$ cat src/rtl/ols_pkg.sv
package ols_pkg;
  // Row of group g that holds the data bit at array row a, column b.
  function automatic int ols_row_of(int g, int a, int b, int m);
    if (g == 0) return a;
    else if (g == 1) return b;
    else return (a + (g - 1) * b) % m;
  endfunction
endpackage

$ cat src/rtl/ols_parity_gen.sv
module ols_parity_gen
  import ols_pkg::*;
#(
  parameter int M = 5,
  parameter int T = 2,
  localparam int D = M * M,
  localparam int G = 2 * T,
  localparam int R = G * M
) (
  input  logic [D-1:0] data_i,
  output logic [R-1:0] check_o
);
  function automatic logic [D-1:0] row_mask(int g, int r);
    logic [D-1:0] msk;
    msk = '0;
    for (int a = 0; a < M; a++)
      for (int b = 0; b < M; b++)
        if (ols_row_of(g, a, b, M) == r) msk = msk | (D'(1) << (a * M + b));
    return msk;
  endfunction

  for (genvar g = 0; g < G; g++) begin : g_grp
    for (genvar r = 0; r < M; r++) begin : g_row
      localparam logic [D-1:0] MEMBERS = row_mask(g, r);
      assign check_o[g*M+r] = ^(data_i & MEMBERS);
    end
    // each group partitions the word, so its rows XOR to the word parity
    always_comb begin
      a_r3_group_parity: assert ((^check_o[g*M +: M]) == (^data_i));
    end
  end
endmodule

$ cat src/rtl/ols_compactor.sv
module ols_compactor #(
  parameter int R  = 20,
  localparam int CW = $clog2(R + 1)
) (
  input  logic [R-1:0]  full_i,
  input  logic [R-1:0]  en_i,
  output logic [R-1:0]  packed_o,
  output logic [CW-1:0] used_o
);
  always_comb begin
    logic [R-1:0] f_sh;
    logic [R-1:0] e_sh;
    int pos;
    f_sh = full_i;
    e_sh = en_i;
    pos = 0;
    packed_o = '0;
    for (int i = 0; i < R; i++) begin
      if (e_sh[0]) begin
        packed_o = packed_o | (R'(f_sh[0]) << pos);
        pos = pos + 1;
      end
      f_sh = f_sh >> 1;
      e_sh = e_sh >> 1;
    end
    used_o = CW'(pos);
  end

  always_comb begin
    a_r6_count_matches: assert (used_o == CW'($countones(en_i)));
    a_r5_upper_zero: assert ((packed_o >> used_o) == '0);
  end
endmodule

$ cat src/rtl/ols_check_encoder.sv
module ols_check_encoder #(
  parameter int M = 5,
  parameter int T = 2,
  localparam int D  = M * M,
  localparam int R  = 2 * T * M,
  localparam int CW = $clog2(R + 1)
) (
  input  logic          clk,
  input  logic          rst_n,
  input  logic          in_valid,
  output logic          in_ready,
  input  logic [D-1:0]  in_data,
  input  logic [R-1:0]  row_en,
  output logic          out_valid,
  input  logic          out_ready,
  output logic [R-1:0]  check_full,
  output logic [R-1:0]  check_packed,
  output logic [CW-1:0] check_used
);
  logic [R-1:0]  full_c;
  logic [R-1:0]  packed_c;
  logic [CW-1:0] used_c;
  logic          accept;

  ols_parity_gen #(.M(M), .T(T)) u_parity (
    .data_i (in_data),
    .check_o(full_c)
  );

  ols_compactor #(.R(R)) u_pack (
    .full_i  (full_c),
    .en_i    (row_en),
    .packed_o(packed_c),
    .used_o  (used_c)
  );

  assign in_ready = !out_valid || out_ready;
  assign accept   = in_valid && in_ready;

  always_ff @(posedge clk) begin
    if (!rst_n) begin
      out_valid    <= 1'b0;
      check_full   <= '0;
      check_packed <= '0;
      check_used   <= '0;
    end else if (accept) begin
      out_valid    <= 1'b1;
      check_full   <= full_c;
      check_packed <= packed_c;
      check_used   <= used_c;
    end else if (out_ready) begin
      out_valid    <= 1'b0;
    end
  end

  a_r7_accept_next: assert property (@(posedge clk) disable iff (!rst_n)
    in_valid && in_ready |=> out_valid);

  a_r8_hold_stable: assert property (@(posedge clk) disable iff (!rst_n)
    out_valid && !out_ready |=> out_valid && $stable(check_full)
      && $stable(check_packed) && $stable(check_used));

  a_r8_no_take_when_stalled: assert property (@(posedge clk) disable iff (!rst_n)
    out_valid && !out_ready |-> !in_ready);
endmodule

$ cat config.mk
export PLATFORM = sky130hd
export DESIGN_NAME = ols_check_encoder
export DESIGN_NICKNAME = d
export VERILOG_FILES = /design/src/rtl/ols_pkg.sv /design/src/rtl/ols_parity_gen.sv /design/src/rtl/ols_compactor.sv /design/src/rtl/ols_check_encoder.sv
export SDC_FILE = /design/constraint.sdc
export NUM_CORES = 1
export LEC_CHECK = 0
export BUFFER_PORTS_ARGS = -buffer_cell sky130_fd_sc_hd__buf_2
export CAP_MARGIN = 10
export CELL_PAD_IN_SITES_DETAIL_PLACEMENT = 1
export CELL_PAD_IN_SITES_GLOBAL_PLACEMENT = 1
export CORE_MARGIN = 10
export CORE_UTILIZATION = 45
export DETAILED_ROUTE_END_ITERATION = 8
export GPL_TIMING_DRIVEN = 1
export PLACE_DENSITY_LB_ADDON = 0.1
export SLEW_MARGIN = 20
export SYNTH_ARGS = -nofsm -noshare
export SYNTH_HDL_FRONTEND = slang
export SYNTH_SLANG_ARGS = --single-unit
$ cat constraint.sdc
create_clock -name clk -period 20.9 [get_ports clk]
set_input_delay 4.18 -clock clk [delete_from_list [all_inputs] [get_ports clk]]
set_output_delay 4.18 -clock clk [all_outputs]
set_load 0.1 [all_outputs]
==> out/metrics.yaml <==
clock_network:
  root_buffer: "clkbuf_16"
  cts_hold_buffers: 0
  htreeDepth: 2
  cts_made_buffers: 5
  cts_tree: "yes"
  clkLatencyLatePin_ns: 0.29
  cts.path.max_buffers: 2
  clock-sinks: 46
  clk_pin_slew_worst_paths_ns: 0.07
sta:
  report.final.slew_viol_count: 0
  relSlewSlack_pct: 26.9
  whs_ns: 0.472
  grt_setup_unrepaired: "no"
  setup_viol: 0
  fin_ws_ns: 1.47
  fmax_ghz: 0.0515
  finClkSkew_ns: 0.00417
  hold_viol: 0
  worst_pin_slew_ns: 1.09
  min_period_over_period_pct: 93.0
  tns_ns: 0
  period_needed_ns: 19.43
floorplanning:
  ios: 96
  rows: 51
  die_y_um: 161
  fp.coreArea_um2: 19500
  die_x_um: 161
  dieArea_um2: 25800
  start_util_pct: 45.7
yosys:
  synth_edf_count: 0
  syn_avg_cell_area_um2: 7.17
  synthTopCellsByArea: "xnor2_1 12%, dfxtp_1 10%, nand2_1 6.9%, nor2_1 3.9%, o21ai_0 3.7%"
  synthMuxAreaShare_pct: 1.17
  synth_seq_area_share_pct: 10.4
  synth_ff_type: "dfxtp_1"
  yosys.area_share.xor_xnor_pct: 21.3
  synth-warning-count: 0
  netlist_area_um2: 8890
  ys_ff_latch: 46
  synth_compound_gate_area_share_pct: 28.3
  synth_cell_types: 99
  syn_nets: 1309
  syn-instance-count: 1241
  synthArstFlopShare_pct: 0
  synth-simple-area-share_pct: 31.1
  synth_top_area_share_pct: 11.9
  yosys.area.top_type: "xnor2_1"
  synth_top_family_by_area: "simple AND/OR/NAND/NOR gates"
  synth_fa_ha_area_share_pct: 2.79
hold_path:
  hold_start: "check_full[0]"
  holdPathStages: 2
  worstHoldPathType: "reg -> reg"
  hold_end: "check_full[0]"
worst_setup_path:
  cp.arrival_ns: 19.65
  path_class: "in -> reg"
  cp-end-kind: "flop"
  critPathMaxStageDelay_ns: 0.53
  slowest_stage: "or4_1"
  ff2ff_setup_slack_ns: 16.82
  start_kind: "input port"
  reg2reg_from: "out_valid"
  path_buf_inv: 15
  cp.required_ns: 21.12
  r2r_cells: 11
  path_common_cell: "ha_1"
  worstPathMaxFanout: 10
  cpLargestDelayFamily: "adder cells"
  r2r-end: "check_packed[14]"
grt:
  grt.overflow.total: 0
  grt_pass1_vias: 10100
  grt_pass1_wl_um: 57800
  busiest_layer: "met2"
  met2_usage_pct: 42.1
  grt_usage_pct: 27.4
  antenna_found_initial: 0
  grt_start_max_net_pins: 53
  grtUsageMet1_pct: 38.2
  grt_use_met3_pct: 5.96
detailed_routing:
  vias_per_cell: 6.46
  initialDrtViolationCount: 1144
  postRouteAntennaNets: 0
  wl_um: 36800
  drt-pass1-iter-count: 5
  drc_errors: 0
  dr_total_vias: 10000
  wire_per_inst_um: 23.7
final_layout:
  multi_input_area_um2: 7550
  fill_cells: 2510
  seqCellArea_um2: 921
  fin_nets: 1356
  area_delta_synth_final_pct: 9.06
  final_common_cell: "nand2_1"
  antenna_cells: 0
  layout_common_cells: "163 x nand2_1, 121 x xnor2_1, 95 x buf_2"
  utilization_pct: 49.8
  drive_above_1_share_pct: 13.8
place:
  hpwl_um: 29900
  place_congestion: 0.973
  portBuffers: 95
  pre_cts_slack_ns: 0.860
outcome:
  outcome: "complete, no violations"
job:
  drv_cap: 0
tightest hold or removal path: stages, from the launching register on:
cell and delay [ns]:
dfxtp_1 0.31, nand2_1 0.05, a21boi_0 0.06
routing by layer:
metal  vias to the layer above  wire length [um]
li1                       4725                 -
met1                      4854             17200
met2                       402             16000
met3                        57              2940
met4                         0               743
met5                         -                 0
cell type report:
type / instances / share of cell area [%]
multi-input combinational: 1085 / 77.9
sequential: 46 / 9.49
timing repair buffer: 106 / 5.75
tap: 265 / 3.42
inverter: 44 / 1.73
clock buffer: 5 / 1.29
clock inverter: 3 / 0.451
cell usage after synthesis, types with 9 or more instances:
master,instances
o22ai_1,19
and3_1,18
a31oi_1,12
a21boi_0,13
or3_1,22
xnor2_1,121
nand3_1,62
xnor2_2,9
o31ai_1,13
nor4_1,14
nand2b_1,19
mux2i_1,9
o221ai_1,21
a21oi_1,38
ha_1,19
xor2_1,25
xnor3_1,12
nor2_1,92
a311oi_1,9
a211oi_1,9
nand2_1,163
nand4_1,14
and2_1,25
dfxtp_1,46
nor3_1,49
a221oi_1,26
clkbuf_1,48
o21ai_0,65
o211ai_1,16
buf_2,10
inv_1,37
kinds of logic (layout without fill, tap and decap cells):
family,count (synthesis),after routing
simple gates,543,543
compound gates,336,336
xor+xnor,176,176
buf+inv,110,158
flops,46,46
fa+ha+maj,20,20
mux,10,10
state kept, by name, summed over array words and instances (netlist names):
signal        flops
out_valid         1
check_packed     20
check_full       20
check_used        5
worst max-delay path by stage:
stage	cells after the start	from	end
after CTS	70	row_en[0]	check_packed[12]
after floorplan	70	row_en[0]	check_packed[5]
final	70	row_en[0]	check_packed[5]
after detailed placement	69	row_en[0]	check_packed[0]
after global placement	69	row_en[0]	check_packed[0]
after global routing	70	row_en[0]	check_packed[5]
per-stage QoR:
| step | area, um^2 | std cells |
|---|---|---|
| after CTS | 9670 | 1553 |
| after global routing | 9700 | 1554 |
| after detailed placement | 9510 | 1545 |
| after global placement | 9510 | 1545 |
| final | 9700 | 1554 |
| after floorplan | 8890 | 1241 |
repair_timing:
action | in CTS | in global routing
gates resized for setup | 0 | 3
setup endpoints to repair | 0 | 24
setup buffers | 0 | 1
Power is not shown: default switching activity piles up to over one toggle a cycle in this logic, so the estimate is an artifact.
